File: config.mk
export PLATFORM = sky130hd
export DESIGN_NAME = rng_ctl_top
export DESIGN_NICKNAME = d
export VERILOG_FILES = /design/src/rtl/rng_ctl_pkg.sv /design/src/rtl/rng_op_fsm.sv /design/src/rtl/rng_lfsr.sv /design/src/rtl/rng_ctl_top.sv
export SDC_FILE = /design/constraint.sdc
export NUM_CORES = 1
export LEC_CHECK = 0
export ABC_AREA = 1
export BUFFER_PORTS_ARGS = -buffer_cell sky130_fd_sc_hd__buf_2
export CAP_MARGIN = 15
export CORE_AREA = 2 2 118 63
export CTS_CLUSTER_DIAMETER = 150
export DETAILED_ROUTE_END_ITERATION = 10
export DIE_AREA = 0 0 120 65
export PLACE_DENSITY = 0.83
export SETUP_SLACK_MARGIN = 0.02
export SLEW_MARGIN = 15
export SYNTH_ARGS = -nofsm -noshare
export SYNTH_HDL_FRONTEND = slang
export SYNTH_HIERARCHICAL = 1
export SYNTH_SLANG_ARGS = --single-unit
File: constraint.sdc
create_clock -name clk -period 2.3 [get_ports clk]
set_input_delay 0.345 -clock clk [delete_from_list [all_inputs] [get_ports clk]]
set_output_delay 0.345 -clock clk [all_outputs]
set_load 0.03 [all_outputs]
File: src/rtl/rng_ctl_pkg.sv
package rng_ctl_pkg;

  typedef enum logic [1:0] {
    OP_IDLE = 2'd0,
    OP_RUN  = 2'd1,
    OP_DONE = 2'd2
  } op_state_t;

  // operation slots; index equals the command start bit
  localparam int OP_SELFTEST = 0;
  localparam int OP_SEED     = 1;
  localparam int NUM_OPS     = 2;

  // register byte offsets
  localparam logic [7:0] OFS_IDENT  = 8'h00;
  localparam logic [7:0] OFS_CMD    = 8'h04;
  localparam logic [7:0] OFS_CTL    = 8'h08;
  localparam logic [7:0] OFS_STAT   = 8'h0C;
  localparam logic [7:0] OFS_RAND   = 8'h14;

  // command bits
  localparam int CMD_SOFT_RST = 6;
  localparam int CMD_CLR_ERR  = 5;
  localparam int CMD_CLR_IRQ  = 4;

  // control bits
  localparam int CTL_MASK_ERR  = 6;
  localparam int CTL_MASK_DONE = 5;
  localparam int CTL_AUTO_SEED = 4;

  // status bits
  localparam int ST_READY     = 0;
  localparam int ST_BUSY      = 1;
  localparam int ST_TEST_DONE = 4;
  localparam int ST_SEED_DONE = 5;
  localparam int ST_SEED_AVL  = 6;
  localparam int BUF_DEPTH    = 5;

  localparam logic [3:0]  ID_TYPE  = 4'h1;
  localparam logic [7:0]  ID_MAJOR = 8'h02;
  localparam logic [7:0]  ID_MINOR = 8'h40;
  localparam logic [31:0] IDENT_WORD = {ID_TYPE, 12'h000, ID_MAJOR, ID_MINOR};

endpackage

File: src/rtl/rng_op_fsm.sv
module rng_op_fsm
  import rng_ctl_pkg::*;
#(
  parameter int RUN_CYCLES = 16
) (
  input  logic      clk,
  input  logic      rst,
  input  logic      soft_rst,
  input  logic      start,
  output op_state_t state_o,
  output logic      done_o
);

  localparam int CNT_W = $clog2(RUN_CYCLES + 1);
  localparam logic [CNT_W-1:0] LAST = CNT_W'(RUN_CYCLES - 1);

  op_state_t        state_q;
  logic [CNT_W-1:0] cnt_q;
  logic             at_last;

  assign at_last = (state_q == OP_RUN) && (cnt_q == LAST);

  // a start wins over a soft reset in the same write
  always_ff @(posedge clk) begin
    if (rst) begin
      state_q <= OP_IDLE;
      cnt_q   <= '0;
    end else if (start) begin
      state_q <= OP_RUN;
      cnt_q   <= '0;
    end else if (soft_rst) begin
      state_q <= OP_IDLE;
      cnt_q   <= '0;
    end else if (state_q == OP_RUN) begin
      if (at_last) begin
        state_q <= OP_DONE;
        cnt_q   <= '0;
      end else begin
        cnt_q <= cnt_q + 1'b1;
      end
    end
  end

  assign state_o = state_q;
  assign done_o  = at_last && !start && !soft_rst;

  AST_DONE_FROM_RUN: assert property (@(posedge clk) disable iff (rst)
    (state_q == OP_DONE && $past(state_q) != OP_DONE) |-> $past(state_q) == OP_RUN);
  AST_CNT_BOUND: assert property (@(posedge clk) disable iff (rst)
    cnt_q <= LAST);
  AST_RUN_HOLDS: assert property (@(posedge clk) disable iff (rst)
    (state_q == OP_RUN && cnt_q != LAST && !soft_rst) |=> state_q == OP_RUN);
  AST_START_RUNS: assert property (@(posedge clk) disable iff (rst)
    start |=> (state_q == OP_RUN && cnt_q == '0));

endmodule

File: src/rtl/rng_lfsr.sv
module rng_lfsr #(
  parameter int           W    = 32,
  parameter logic [W-1:0] POLY = 32'h8020_0003,
  parameter logic [W-1:0] SEED = 32'h1ACE_B00C
) (
  input  logic         clk,
  input  logic         rst,
  input  logic         adv,
  output logic [W-1:0] value_o
);

  logic [W-1:0] state_q;
  logic [W-1:0] state_nx;

  assign state_nx = {1'b0, state_q[W-1:1]} ^ (state_q[0] ? POLY : '0);

  always_ff @(posedge clk) begin
    if (rst)      state_q <= SEED;
    else if (adv) state_q <= state_nx;
  end

  assign value_o = state_q;

  AST_LFSR_NONZERO: assert property (@(posedge clk) disable iff (rst)
    state_q != '0);
  AST_LFSR_HOLD: assert property (@(posedge clk) disable iff (rst)
    !adv |=> $stable(state_q));
  AST_LFSR_MOVES: assert property (@(posedge clk) disable iff (rst)
    adv |=> state_q != $past(state_q));

endmodule

File: src/rtl/rng_ctl_top.sv
module rng_ctl_top
  import rng_ctl_pkg::*;
#(
  parameter int          ADDR_W     = 12,
  parameter int          RUN_CYCLES = 16,
  parameter logic [31:0] LFSR_POLY  = 32'h8020_0003,
  parameter logic [31:0] LFSR_SEED  = 32'h1ACE_B00C
) (
  input  logic              clk,
  input  logic              rst,
  input  logic              bus_sel,
  input  logic              bus_wr,
  input  logic [ADDR_W-1:0] bus_addr,
  input  logic [31:0]       bus_wdata,
  output logic [31:0]       bus_rdata,
  output logic              irq
);

  function automatic logic hit(input logic [ADDR_W-1:0] a, input logic [7:0] ofs);
    return a == ADDR_W'(ofs);
  endfunction

  logic wr_cmd, wr_ctl, rd_any, rd_rand;
  logic sw_rst, irq_clr;

  assign wr_cmd  = bus_sel && bus_wr && hit(bus_addr, OFS_CMD);
  assign wr_ctl  = bus_sel && bus_wr && hit(bus_addr, OFS_CTL);
  assign rd_any  = bus_sel && !bus_wr;
  assign rd_rand = rd_any && hit(bus_addr, OFS_RAND);
  assign sw_rst  = wr_cmd && bus_wdata[CMD_SOFT_RST];
  assign irq_clr = wr_cmd && (bus_wdata[CMD_CLR_IRQ] || bus_wdata[CMD_CLR_ERR]);

  logic wdata_unused;
  assign wdata_unused = ^{bus_wdata[31:7], bus_wdata[3:2]};

  // operation engines
  logic [NUM_OPS-1:0] op_start, op_done, op_run, op_fin;
  op_state_t          op_state [NUM_OPS];

  assign op_start = {NUM_OPS{wr_cmd}} & bus_wdata[NUM_OPS-1:0];

  for (genvar g = 0; g < NUM_OPS; g++) begin : g_op
    rng_op_fsm #(.RUN_CYCLES(RUN_CYCLES)) u_op (
      .clk      (clk),
      .rst      (rst),
      .soft_rst (sw_rst),
      .start    (op_start[g]),
      .state_o  (op_state[g]),
      .done_o   (op_done[g])
    );
    assign op_run[g] = (op_state[g] == OP_RUN);
    assign op_fin[g] = (op_state[g] == OP_DONE);
  end

  // control register
  logic mask_err_q, mask_done_q, auto_seed_q;

  always_ff @(posedge clk) begin
    if (rst || sw_rst) begin
      mask_err_q  <= 1'b0;
      mask_done_q <= 1'b0;
      auto_seed_q <= 1'b0;
    end else if (wr_ctl) begin
      mask_err_q  <= bus_wdata[CTL_MASK_ERR];
      mask_done_q <= bus_wdata[CTL_MASK_DONE];
      auto_seed_q <= bus_wdata[CTL_AUTO_SEED];
    end
  end

  // interrupt: a new completion wins over a clear in the same cycle
  logic irq_q;

  always_ff @(posedge clk) begin
    if (rst)                          irq_q <= 1'b0;
    else if (|op_done && !mask_done_q) irq_q <= 1'b1;
    else if (irq_clr || sw_rst)        irq_q <= 1'b0;
  end

  assign irq = irq_q;

  // random source
  logic [31:0] rnd_val;

  rng_lfsr #(.W(32), .POLY(LFSR_POLY), .SEED(LFSR_SEED)) u_lfsr (
    .clk     (clk),
    .rst     (rst),
    .adv     (rd_rand),
    .value_o (rnd_val)
  );

  // readback
  logic [31:0] rd_mux, rdata_q;
  logic        busy;

  assign busy = |op_run;

  always_comb begin
    rd_mux = '0;
    if (hit(bus_addr, OFS_IDENT)) begin
      rd_mux = IDENT_WORD;
    end else if (hit(bus_addr, OFS_CMD)) begin
      rd_mux[OP_SEED]     = op_run[OP_SEED];
      rd_mux[OP_SELFTEST] = op_run[OP_SELFTEST];
    end else if (hit(bus_addr, OFS_CTL)) begin
      rd_mux[CTL_MASK_ERR]  = mask_err_q;
      rd_mux[CTL_MASK_DONE] = mask_done_q;
      rd_mux[CTL_AUTO_SEED] = auto_seed_q;
    end else if (hit(bus_addr, OFS_STAT)) begin
      rd_mux[15:12]        = 4'(BUF_DEPTH);
      rd_mux[11:8]         = 4'(BUF_DEPTH);
      rd_mux[ST_SEED_AVL]  = 1'b1;
      rd_mux[ST_SEED_DONE] = op_fin[OP_SEED];
      rd_mux[ST_TEST_DONE] = op_fin[OP_SELFTEST];
      rd_mux[ST_BUSY]      = busy;
      rd_mux[ST_READY]     = !busy;
    end else if (hit(bus_addr, OFS_RAND)) begin
      rd_mux = rnd_val;
    end
  end

  always_ff @(posedge clk) begin
    if (rst)         rdata_q <= '0;
    else if (rd_any) rdata_q <= rd_mux;
  end

  assign bus_rdata = rdata_q;

  AST_IRQ_UNMASKED: assert property (@(posedge clk) disable iff (rst)
    (irq && !$past(irq)) |-> !$past(mask_done_q));
  AST_IRQ_LEVEL: assert property (@(posedge clk) disable iff (rst)
    (irq && !irq_clr && !sw_rst) |=> irq);
  AST_SOFT_RST_CTL: assert property (@(posedge clk) disable iff (rst)
    sw_rst |=> (!mask_err_q && !mask_done_q && !auto_seed_q));
  AST_RDATA_HOLD: assert property (@(posedge clk) disable iff (rst)
    !rd_any |=> $stable(bus_rdata));

endmodule

## After elaboration in Yosys (flattened, before gate mapping)

Cells that the tools add are included.

- Register bits: 82
- Bits in writable memories: 0
- Memories: 0
- Input bits: 48
- Latch bits: 0
- Memory bits (read-only): 0

- Reductions and logical operators: 37
- Shift-type cells: 0
- Div/mod/pow operators: 0
- $lt $le $gt $ge: 0
- Muxes and demuxes: 26
- $mul: 0
- Add/subtract/negate cells: 2
- Eq/ne operators: 10
- Bitwise gates (word level): 2

Operators with widths:

| cell | count |
|---|---|
| 2-to-1 mux 32 bit | 3 |
| bitwise XOR 31 x 32 -> 32 bit | 1 |
| 2-to-1 mux 30 bit | 1 |
| 2-to-1 mux 25 bit | 1 |
| equality test 12 x 4 -> 1 bit (second input constant) | 2 |
| 2-to-1 mux 16 bit | 1 |
| logical AND 1 bit | 14 |
| equality test 12 x 3 -> 1 bit (second input constant) | 1 |
| equality test 12 x 5 -> 1 bit (second input constant) | 1 |
| zero test 12 bit | 1 |
| nonzero test 3 bit | 4 |
| 2-to-1 mux 1 bit | 11 |
| adder 5 x 1 -> 5 bit (second input constant) | 2 |
| equality test 5 x 4 -> 1 bit (second input constant) | 2 |
| 2-to-1 mux 5 bit | 2 |
| 2-to-1 mux 8 bit | 1 |
| AND reduction 2 bit | 4 |
| zero test 1 bit | 6 |
| 2-to-1 mux 2 bit | 3 |
| 2-to-1 mux 3 bit | 2 |
| OR reduction 3 bit | 2 |
| equality test 2 x 1 -> 1 bit (second input constant) | 2 |
| equality test 2 bit (second input constant) | 2 |
| 2-to-1 mux 4 bit | 1 |
| 4 further kinds | 7 |

## Depth between registers and ports, before layout

Gate-level depths: netlist of the first run.

- Depth after elaboration: 9
- Mapped depth: 11
- Mapped depth without buffers: 10

## Hierarchy

The synthesis of the first run kept the hierarchy.

Modules (own cells, without submodules):

| module | area each (um2) | instances | cells an instance |
|---|---|---|---|
| rng_ctl_top | 1,741.7 | 1 | 253 |
| rng_lfsr | 1,376.3 | 1 | 176 |
| rng_op_fsm | 375.4 | 2 | 44 |

## Worst setup path after synthesis of the first run

Ideal clock, no wire load.

- Kind: input to register
- Start point: in bus_addr[11]
- End point: reg irq_q, in the netlist irq
- Path buffers: 0
- Data arrival time: 1.517 ns
- Cell stages on the path: 9
- Data required time: 2.168 ns
- Slack: 0.651 ns
- Library setup time: 0.132 ns
- Path through: nor2_1 nand2_2 nor3_1 nand3_1 nor2_1 or2_4 nor2_1 o21bai_1 a21oi_1

RTL lines:

| what | RTL line | RTL |
|---|---|---|
| from (decl) | rng_ctl_top.sv:13 | `input logic [ADDR_W-1:0] bus_addr,` |
| equality test 12 x 3 -> 1 bit (*) | rng_ctl_top.sv:20 | `return a == ADDR_W'(ofs);` |
| logical AND 1 bit (*) | rng_ctl_top.sv:26 | `assign wr_cmd = bus_sel && bus_wr && hit(bus_addr, OFS_CMD);` |
| logical AND 1 bit (*) | rng_ctl_top.sv:30 | `assign sw_rst = wr_cmd && bus_wdata[CMD_SOFT_RST];` |
| via sw_rst | rng_ctl_top.sv:24 | `logic sw_rst, irq_clr;` |
| zero test 1 bit (*) | rng_op_fsm.sv:45 | `assign done_o = at_last && !start && !soft_rst;` |
| logical AND 1 bit (*) | rng_op_fsm.sv:45 |  |
| via op_done[1] | rng_ctl_top.sv:37 | `logic [NUM_OPS-1:0] op_start, op_done, op_run, op_fin;` |
| OR reduction 2 bit (*) | rng_ctl_top.sv:75 | `else if (\|op_done && !mask_done_q) irq_q <= 1'b1;` |
| logical AND 1 bit (*) | rng_ctl_top.sv:75 |  |
| 2-to-1 mux 1 bit or nonzero test 2 bit (tied branches) | - |  |
| to (signal assigned) | rng_ctl_top.sv:74 | `if (rst) irq_q <= 1'b0;` |
| to (signal assigned) | rng_ctl_top.sv:75 |  |
| to (signal assigned) | rng_ctl_top.sv:76 | `else if (irq_clr \|\| sw_rst) irq_q <= 1'b0;` |
| to (decl) | rng_ctl_top.sv:71 | `logic irq_q;` |

The timed path passes the listed nets; every way through them passes the cells marked *.
A chain may end at the register's enable or synchronous reset.

## Worst setup path after layout of the first run

- Start point: in bus_addr[9]
- End point: reg irq_q, in the netlist irq

The elaborated chain is that of the path after synthesis.

==> results.py, run 1 <==
metrics = {
    "clock_tree": {
        "root_buffer": "clkbuf_16",
        "ctsHoldBuffers": 0,
        "path_clk_slew_ns": 0.06,
        "cts_buffer_depth": 2,
        "cts_tree": "done",
        "clkSinkCount": 82,
        "cts_buffers": 9,
        "cts_resized": 0,
        "clk-insertion-delay-late_ns": 0.33,
        "h-tree-depth": 3,
        "cts_setup_buffers": 0,
    },
    "cells_and_area": {
        "mostFrequentLayoutCells": "nand2_1, dfxtp_1, nor2_1, nand3_1, buf_2",
        "drive_gt1_share_pct": 21.7,
        "final_common_cell": "nand2_1",
        "fin_area_sq_um": 4290,
        "syn2layout_area_growth_pct": 10.9,
        "stdcell_count": 641,
        "antenna_cells": 0,
        "layout.nets": 591,
        "fillers": 572,
    },
    "sta": {
        "drv_slew": 0,
        "layout_min_cycle_time_ns": 1.79,
        "worst_slew_pin_slew_ns": 0.508,
        "fmax_mhz": 560,
        "finClkSkew_ns": 0.00600,
        "finalSetupTns_ns": 0,
        "rsz0062_at_grt": "false",
        "hold_viol_final": 0,
        "min_period_over_period_pct": 77.7,
        "slew-limit-headroom_pct": 66.1,
        "setup_violations": 0,
    },
    "setup_path": {
        "start_kind": "primary input",
        "r2r_setup_slack_ns": 0.92,
        "crit_fanout": 5,
        "crit_arrival_ns": 1.98,
        "required_ns": 2.50,
        "startpoint": "bus_addr[9]",
        "r2r_start": "g_op[1].u_op/cnt_q[0]",
        "crit_type": "primary input to flop",
        "endpoint_kind": "flop",
    },
    "pwr": {
        "p_total_mw": 3.07,
        "clkPwrFrac_pct": 49.4,
        "switchingPower_mw": 0.656,
        "p_leak_nw": 1.88,
        "ir_worst_vdd_mv": 0.337,
        "p_comb_share_pct": 4.1,
        "swShare_pct": 21.4,
        "power.density_nw_per_um2": 714,
        "cell_internal_pwr_mw": 2.41,
        "seq_power_share_pct": 46.5,
    },
    "grt": {
        "grt_pass1_vias": 3017,
        "grt_max_degree": 32,
        "grt_use_met2_pct": 36.0,
        "grt_util_all_layers_pct": 23.5,
        "grt.overflow.total": 0,
        "antenna_found_initial": 0,
        "use_met3_pct": 8.27,
        "use_met1_pct": 31.6,
        "grt_pass1_wl_um": 14400,
        "busiest_layer": "met2",
    },
    "detailed_routing": {
        "drc": 0,
        "dr.pass1.iters": 5,
        "via_per_inst": 5.37,
        "drtAntennaViolNets": 0,
        "dr_total_vias": 3443,
        "wl_per_cell_um": 13.5,
        "wirelength_um": 8670,
        "drt-initial-drc-count": 436,
    },
    "placement": {
        "place_area_sq_um": 3970,
        "placed_cells": 626,
        "io_buffers": 53,
        "dp_hpwl_um": 5960,
        "gp_congestion": 0.906,
    },
    "worst_hold_path": {
        "min_from": "bus_wdata[5]",
        "hp-class": "primary input to flop",
    },
    "logic_synthesis": {
        "synthDistinctLibCells": 35,
        "syn_nets": 567,
        "yosysWarnings": 6,
        "avgSynthCellArea_sq_um": 7.48,
        "ys_seq_area_share_pct": 42.4,
        "syn-cell-area_sq_um": 3870,
        "syn_inst": 517,
        "ys_ff_latch": 82,
    },
    "floorplanning": {
        "die_y_um": 65,
        "start_util_pct": 56.0,
        "die_area_sq_um": 7800,
        "ioPinCount": 81,
        "fp-row-count": 22,
        "core_sq_um": 6910,
        "die_w_um": 120,
    },
    "outcome": {
        "status": "finished, final reports clean",
    },
    "job": {
        "drv_cap": 0,
    },
}
-- worst paths after layout --
kind	to	depth (start not counted)
setup / recovery	irq	10
hold / removal	mask_done_q	3
setup reg to reg	irq	7
hold reg to reg	g_op[1].u_op/cnt_q[4]	2
-- critical path: stages --
cell and delay [ns]:
buf_2 0.09, nor2_1 0.13, nand2_2 0.08, nor3_1 0.21, nand3_1 0.22, nor2_1 0.38
or2_4 0.23, nor2_1 0.08, o21bai_1 0.14, a21oi_1 0.08
-- cell usage after synthesis --
library cell	n	area share (%)
or2_2	2	0.32
o21ai_1	5	0.65
o21ai_2	4	0.91
a21oi_1	41	5.3
or2_4	2	0.45
nor2_8	2	1.0
clkbuf_2	1	0.13
nor2_1	65	6.3
clkinv_1	1	0.097
clkbuf_1	6	0.58
inv_1	27	2.6
a21oi_2	4	0.91
buf_2	5	0.65
buf_6	4	1.2
nor2_4	4	1.2
ha_1	2	0.65
nand3_1	60	7.8
nor3_4	1	0.42
o21bai_1	3	0.58
dfxtp_1	82	42
clkinv_4	1	0.23
nand2_2	1	0.16
nor3_1	4	0.52
buf_4	31	6.0
inv_2	7	0.68
or2_1	2	0.32
nand2_1	110	11
buf_8	1	0.39
nand3_4	2	0.91
nand4_1	4	0.65
xor2_1	2	0.45
o21ai_0	20	2.6
or2_0	1	0.16
nand2_4	4	1.2
nor2_2	6	0.97
-- power by group through the flow --
stage	Combinational (mW)	Sequential, mW	Clock [mW]
4_1_cts	0.124	1.43	1.52
3_5_place_dp	0.123	1.46	0
5_1_grt	0.138	1.42	1.58
6_report	0.125	1.43	1.51
2_1_floorplan	0.0702	1.46	0
3_3_place_gp	0.120	1.46	0
-- cell type report --
class                           count  area, sq um  share of cell area [%]
Clock inverter                      6         91.3                    2.13
Multi-Input combinational cell    351         1750                    40.7
Timing Repair Buffer               61          325                    7.58
Sequential cell                    82         1640                    38.3
Tap cell                           96          120                    2.80
Clock buffer                        9          225                    5.25
Inverter                           36          140                    3.27
-- cells by family (layout without fill, tap and decap cells) --
group,after synthesis,after routing,synth area share (%)
and+or+nand+nor,270,270,33.0
AOI/OAI and AO/OA,77,77,10.9
buffers and inverters,84,112,12.5
DFF,82,82,42.4
xor gates and xnor gates,2,2,0.453
adders and majority gates,2,2,0.647
-- metrics by stage --
step | util (%) | setup WS (ns) | hold slack (ns)
5_1_grt | 62.1 | 0.378 | 0.302
3_3_place_gp | 57.5 | 0.261 | 0.440
2_1_floorplan | - | 0.651 | 0.414
6_report | 62.1 | 0.514 | 0.284
4_1_cts | 62.1 | 0.592 | 0.275
3_5_place_dp | 57.5 | 0.246 | 0.443
-- registers in the layout, summed over array words and instances (netlist names) --
name               flops
mask_done_q            1
u_lfsr/value_o        32
g_op.u_op/state_o      4
mask_err_q             1
bus_rdata             32
irq                    1
auto_seed_q            1
g_op.u_op/cnt_q       10
-- per-layer routing --
layer,part of all wire (%),up-vias
li1,-,1700
met1,47,1573
met2,43,155
met3,9.5,15
met4,1.1,0
met5,0,-
(Power assumes the default switching activity.)
==> run 2, diff against run 1 <==
--- a/config.mk
+++ b/config.mk
@@ -8,11 +8,11 @@
 export ABC_AREA = 1
 export BUFFER_PORTS_ARGS = -buffer_cell sky130_fd_sc_hd__buf_2
 export CAP_MARGIN = 15
-export CORE_AREA = 2 2 118 63
+export CORE_AREA = 2 2 123 65
 export CTS_CLUSTER_DIAMETER = 150
 export DETAILED_ROUTE_END_ITERATION = 10
-export DIE_AREA = 0 0 120 65
-export PLACE_DENSITY = 0.83
+export DIE_AREA = 0 0 125 67
+export PLACE_DENSITY = 0.78
 export SETUP_SLACK_MARGIN = 0.02
 export SLEW_MARGIN = 15
 export SYNTH_ARGS = -nofsm -noshare
==> constraint.sdc (replaced) <==
create_clock -name clk -period 1.9 [get_ports clk]
set_input_delay 0.285 -clock clk [delete_from_list [all_inputs] [get_ports clk]]
set_output_delay 0.285 -clock clk [all_outputs]
set_load 0.03 [all_outputs]
==> run 2 against run 1 <==
Net effect:
- die area rose by 7.4%
- global-route usage fell by 2.8 points
- clock skew rose by 0.00060 ns
- sequential share of layout area did not move
- design area did not move
- sequential power rose by 20%
- power rose by 17%
- setup slack got worse by 0.080 ns
- first-iteration DRC count fell by 54%
- combinational power rose by 21%
- critical path depth did not move
- critical path type unchanged
- highest routed layer unchanged
==> results.py, run 2 (synthesis results as in run 1) <==
metrics = {
    "setup_path": {
        "crit_top_cell": "nor2_1",
        "crit_fanout": 4,
        "crit_family": "simple AND/OR/NAND/NOR gates",
        "critPathBufInv": 1,
        "max_stage_delay_ns": 0.27,
        "crit_cells": 10,
        "r2r_start": "g_op[0].u_op/state_o[0]",
        "required_ns": 2.11,
        "rr_worst_depth": 8,
        "startpoint": "bus_addr[11]",
        "crit_arrival_ns": 1.68,
        "endpoint_kind": "flop",
        "start_kind": "primary input",
        "crit_type": "primary input to flop",
        "slowest_stage": "nor2_1",
        "path_cells": "buf_2, nor2_1, nand2_2, nor3_1, nand3_1, nor2_1, or2_4, nor2_1, o21bai_1, a21oi_1",
    },
    "sta": {
        "worst_slack_ns": 0.434,
        "slew-limit-headroom_pct": 71.1,
        "fmax_mhz": 682,
        "layout_min_cycle_time_ns": 1.47,
        "drv_slew": 0,
        "finClkSkew_ns": 0.00660,
        "hold_viol_final": 0,
        "worst_slew_pin_slew_ns": 0.433,
        "rsz0062_at_grt": "false",
        "setup_violations": 0,
        "min_period_over_period_pct": 77.2,
        "finalSetupTns_ns": 0,
    },
    "detailed_routing": {
        "via_per_inst": 5.08,
        "drtAntennaViolNets": 0,
        "dr.pass1.iters": 5,
        "wl_per_cell_um": 12.4,
        "drc": 0,
        "dr_total_vias": 3279,
        "wirelength_um": 7980,
        "drt-initial-drc-count": 199,
    },
    "clock_tree": {
        "root_buffer": "clkbuf_16",
        "clkSinkCount": 82,
        "path_clk_slew_ns": 0.06,
        "h-tree-depth": 3,
        "cts_resized": 0,
        "cts_tree": "done",
        "cts_buffers": 9,
        "ctsHoldBuffers": 0,
        "cts_setup_buffers": 0,
        "clk-insertion-delay-late_ns": 0.34,
        "cts_buffer_depth": 2,
    },
    "grt": {
        "antenna_found_initial": 0,
        "grt.overflow.total": 0,
        "grt_max_degree": 35,
        "grt_pass1_wl_um": 13800,
        "grt_pass1_vias": 3042,
        "grt_util_all_layers_pct": 20.7,
    },
    "worst_hold_path": {
        "hp-class": "primary input to flop",
        "holdPathStages": 3,
        "min_from": "bus_wdata[5]",
    },
    "floorplanning": {
        "start_util_pct": 53.6,
        "fp-row-count": 22,
        "ioPinCount": 81,
        "die_w_um": 125,
        "die_area_sq_um": 8380,
        "core_sq_um": 7210,
        "die_y_um": 67,
    },
    "placement": {
        "dp_hpwl_um": 5620,
        "io_buffers": 53,
        "dp_worst_setup_slack_ns": 0.0972,
        "gp_congestion": 0.843,
    },
    "cells_and_area": {
        "drive_gt1_share_pct": 22.0,
        "syn2layout_area_growth_pct": 10.9,
        "antenna_cells": 0,
        "mostFrequentLayoutCells": "nand2_1, dfxtp_1, nor2_1, nand3_1, buf_2",
        "layout.nets": 594,
        "final_common_cell": "nand2_1",
    },
    "pwr": {
        "p_total_mw": 3.59,
        "ir_worst_vdd_mv": 0.617,
        "p_leak_nw": 1.88,
        "power.density_nw_per_um2": 837,
    },
    "outcome": {
        "status": "finished, final reports clean",
    },
    "job": {
        "drv_cap": 0,
    },
}
-- run 2: cell count changes in the layout (fill, tap and decap cells not counted), sizes merged --
cell      change
bufinv        -1
clkbuf        +1
clkinvlp      +1
buf           +3
-- run 2: final timing paths --
kind                           endpoint  slack, ns
setup / recovery                    irq       0.43
hold / removal              mask_done_q       0.22
setup reg to reg           bus_rdata[0]       0.66
hold reg to reg   g_op[1].u_op/cnt_q[4]       0.45
-- run 2: worst min-delay path, cell delays in order --
cell	delay, ns
buf_2	0.11
nand2_1	0.06
a21oi_1	0.05
-- run 2: final cells by class --
type                            count  area [sq um]
Inverter                           36           140
Clock inverter                      6          65.1
Clock buffer                       10           229
Multi-Input combinational cell    351          1750
Sequential cell                    82          1640
Tap cell                           96           120
Timing Repair Buffer               64           348
Fill cell                         694          2920
-- run 2: metal layers --
layer | vias to the layer above | track usage, % | part of all wire [%]
li1 | 1702 | - | -
met1 | 1489 | 25.8 | 47
met2 | 73 | 35.2 | 47
met3 | 15 | 5.22 | 4.5
met4 | 0 | 8.06 | 1.6
met5 | - | 0 | 0
-- run 2: stage by stage --
step                      cell area, sq um  util (%)  hold WS [ns]  cells
after floorplan                       3870         -         0.354    517
after global routing                  4290      59.5         0.238    645
after global placement                4000      55.4         0.439    629
after detailed placement              4000      55.4         0.443    629
after CTS                             4290      59.5         0.203    645
final                                 4290      59.5         0.215    645
-- run 2: power breakdown --
part	switching [mW]	internal, mW	leakage, nW
clock network	0.697	1.02	0.143
registers	0.00161	1.72	0.661
logic	0.106	0.0449	1.08
==> run 3, diff against run 2 <==
--- a/config.mk
+++ b/config.mk
@@ -5,14 +5,14 @@
 export SDC_FILE = /design/constraint.sdc
 export NUM_CORES = 1
 export LEC_CHECK = 0
-export ABC_AREA = 1
+export ABC_AREA = 0
 export BUFFER_PORTS_ARGS = -buffer_cell sky130_fd_sc_hd__buf_2
 export CAP_MARGIN = 15
 export CORE_AREA = 2 2 123 65
 export CTS_CLUSTER_DIAMETER = 150
 export DETAILED_ROUTE_END_ITERATION = 10
 export DIE_AREA = 0 0 125 67
-export PLACE_DENSITY = 0.78
+export PLACE_DENSITY = 0.79
 export SETUP_SLACK_MARGIN = 0.02
 export SLEW_MARGIN = 15
 export SYNTH_ARGS = -nofsm -noshare
==> constraint.sdc (replaced) <==
create_clock -name clk -period 1.5 [get_ports clk]
set_input_delay 0.225 -clock clk [delete_from_list [all_inputs] [get_ports clk]]
set_output_delay 0.225 -clock clk [all_outputs]
set_load 0.03 [all_outputs]
==> run 3 against run 2 <==
Net effect:
- combinational power is 70% higher
- the run now ends with negative setup slack left
- first-iteration DRC count is 30% higher
- critical endpoint is now u_lfsr/value_o[7]
- worst hold slack worse by 0.024 ns
==> results.py, run 3 <==
metrics = {
    "outcome": {
        "status": "finished, violations left",
        "violations": "negative setup slack",
    },
    "floorplanning": {
        "die_area_sq_um": 8380,
        "die_y_um": 67,
        "core_sq_um": 7210,
        "start_util_pct": 54.6,
        "die_w_um": 125,
        "ioPinCount": 81,
        "fp-row-count": 22,
    },
    "setup_path": {
        "crit_cells": 8,
        "slowest_stage": "or4b_4",
        "crit_fanout": 7,
        "critPathBufInv": 3,
        "crit_type": "primary input to flop",
        "crit_family": "simple AND/OR/NAND/NOR gates",
        "path_cells": "buf_6, or4b_4, or3_4, nor3_4, buf_12, buf_8, mux2i_2, nor2_1",
        "endpoint_kind": "flop",
        "start_kind": "primary input",
        "max_stage_delay_ns": 0.53,
        "r2r_setup_slack_ns": 0.07,
        "endpoint": "u_lfsr/value_o[7]",
        "r2r_start": "g_op[0].u_op/state_o[0]",
        "startpoint": "bus_addr[7]",
        "crit_arrival_ns": 1.96,
        "rr_worst_depth": 4,
        "required_ns": 1.72,
        "r2r_end": "bus_rdata[0]",
    },
    "logic_synthesis": {
        "synthDistinctLibCells": 57,
        "yosysTopAreaCellShare_pct": 41.7,
        "yosysMostFrequentCell": "dfxtp_1",
        "synth-edff-count": 0,
        "yosysWarnings": 6,
        "ys_seq_area_share_pct": 41.7,
        "async_flop_share_pct": 0,
        "avgSynthCellArea_sq_um": 10.1,
        "syn-cell-area_sq_um": 3940,
        "synth_top_area_cell": "dfxtp_1",
        "syn_inst": 389,
        "ys_ff_latch": 82,
        "synth_top_flop_cell": "dfxtp_1",
        "synthTopCellsByCount": "dfxtp_1, buf_4, nor2_1",
        "syn_nets": 439,
        "synth_area_leaders": "dfxtp_1, buf_4, a22oi_2",
    },
    "cells_and_area": {
        "stdcell_count": 557,
        "syn2layout_area_growth_pct": 27.4,
        "final_common_cell": "dfxtp_1",
        "fin_area_sq_um": 5010,
        "fillers": 486,
        "layout.nets": 507,
        "mostFrequentLayoutCells": "dfxtp_1, buf_2, buf_4, nor2_2, nor2_1",
        "drive_gt1_share_pct": 47.3,
        "antenna_cells": 0,
        "fin_util_pct": 69.5,
    },
    "clock_tree": {
        "cts_buffer_depth": 2,
        "clk-insertion-delay-late_ns": 0.34,
        "cts_tree": "done",
        "clkSinkCount": 82,
        "path_clk_slew_ns": 0.06,
        "ctsHoldBuffers": 0,
        "root_buffer": "clkbuf_16",
        "h-tree-depth": 3,
        "cts_buffers": 9,
    },
    "grt": {
        "grt_pass1_vias": 3041,
        "antenna_found_initial": 0,
        "grt_util_all_layers_pct": 22.8,
        "grt_max_degree": 51,
        "grt.overflow.total": 0,
        "grt_pass1_wl_um": 15100,
    },
    "sta": {
        "worst_slew_pin_slew_ns": 0.420,
        "min_period_over_period_pct": 116,
        "slew-limit-headroom_pct": 71.9,
        "finClkSkew_ns": 0.00502,
        "hold_ws_ns": 0.191,
        "setup_violations": 58,
        "rsz0062_at_grt": "true",
        "finalSetupTns_ns": -7.69,
        "layout_min_cycle_time_ns": 1.74,
        "drv_slew": 0,
        "worst_slack_ns": -0.236,
        "fmax_mhz": 576,
        "hold_viol_final": 0,
    },
    "worst_hold_path": {
        "hp-class": "primary input to flop",
        "holdPathStages": 3,
    },
    "job": {
        "drv_cap": 0,
    },
    "pwr": {
        "ir_worst_vdd_mv": 0.557,
        "p_leak_nw": 2.00,
        "power.density_nw_per_um2": 920,
        "p_total_mw": 4.61,
    },
    "placement": {
        "place_area_sq_um": 4260,
        "dp_hpwl_um": 5510,
        "io_buffers": 53,
        "dp_worst_setup_slack_ns": -0.653,
        "gp_congestion": 0.868,
        "placed_cells": 521,
    },
    "detailed_routing": {
        "wirelength_um": 9490,
        "drtAntennaViolNets": 0,
        "dr.pass1.iters": 4,
        "dr_total_vias": 3144,
        "via_per_inst": 5.64,
        "wl_per_cell_um": 17.0,
        "drc": 0,
        "drt-initial-drc-count": 258,
    },
}
==> run 3: changes by cell type after synthesis, sizes merged, moves of 19 or more <==
cell,change
a21oi,-31
nand3,-56
mux2i,+19
nor2,-31
nand2,-103
o21ai,-23
a22oi,+21
inv,-29
==> run 3: how the worst min path moves through the flow <==
| stage | to | slack [ns] | from |
|---|---|---|---|
| floorplan | u_lfsr/value_o[28] | 0.32 | rst |
| global placement | bus_rdata[1] | 0.44 | bus_rdata[1] |
| detailed placement | bus_rdata[1] | 0.45 | bus_rdata[1] |
| CTS | mask_done_q | 0.18 | bus_wdata[5] |
| global route | mask_done_q | 0.20 | bus_wdata[5] |
| finish | mask_done_q | 0.19 | bus_wdata[5] |
==> run 3: layer usage <==
layer,share of wire [%],global-route usage (%),vias up,wire [um]
li1,-,-,1499,-
met1,43,27.0,1553,4060
met2,50,40.9,76,4790
met3,4.9,6.10,16,465
met4,1.8,7.78,0,169
met5,0,0,-,0
==> run 3: cell families (layout without fill, tap and decap cells) <==
logic type	after synthesis	in the layout	synth area share, %
simple gates	148	149	24.8
flops	82	82	41.7
xor+xnor	4	4	0.890
mux	19	19	4.83
buf+inv	57	128	10.4
fa+ha+maj	2	2	0.636
compound gates	77	77	16.7
==> run 3: repair_timing <==
item                       4_1_cts  5_1_grt
cloned                           4        0
gates resized for setup         41       21
setup buffers                   13        5
pin swaps                       18       15
setup endpoints to repair       65       76
==> run 3: worst min-delay path: cells and delay by family <==
family / cells / cell delay, ns
muxes: 1 / 0.08
buffers and inverters: 1 / 0.09
and+or+nand+nor: 1 / 0.09
==> run 3: cell type report <==
cell class                      instances  area, sq um  share of cell area (%)
Clock buffer                            9          225                    4.49
Clock inverter                          6         66.3                    1.32
Inverter                                5         18.8                   0.374
Multi-Input combinational cell        251         2100                    41.8
Sequential cell                        82         1640                    32.7
Tap cell                               96          120                    2.40
Timing Repair Buffer                  108          845                    16.8
==> run 3: power by group <==
| part | total (mW) | internal [mW] | switching [mW] | leakage (nW) |
|---|---|---|---|---|
| Clock | 2.17 | 1.28 | 0.888 | 0.146 |
| Sequential | 2.18 | 2.18 | 0.00267 | 0.661 |
| Combinational | 0.257 | 0.0963 | 0.160 | 1.19 |
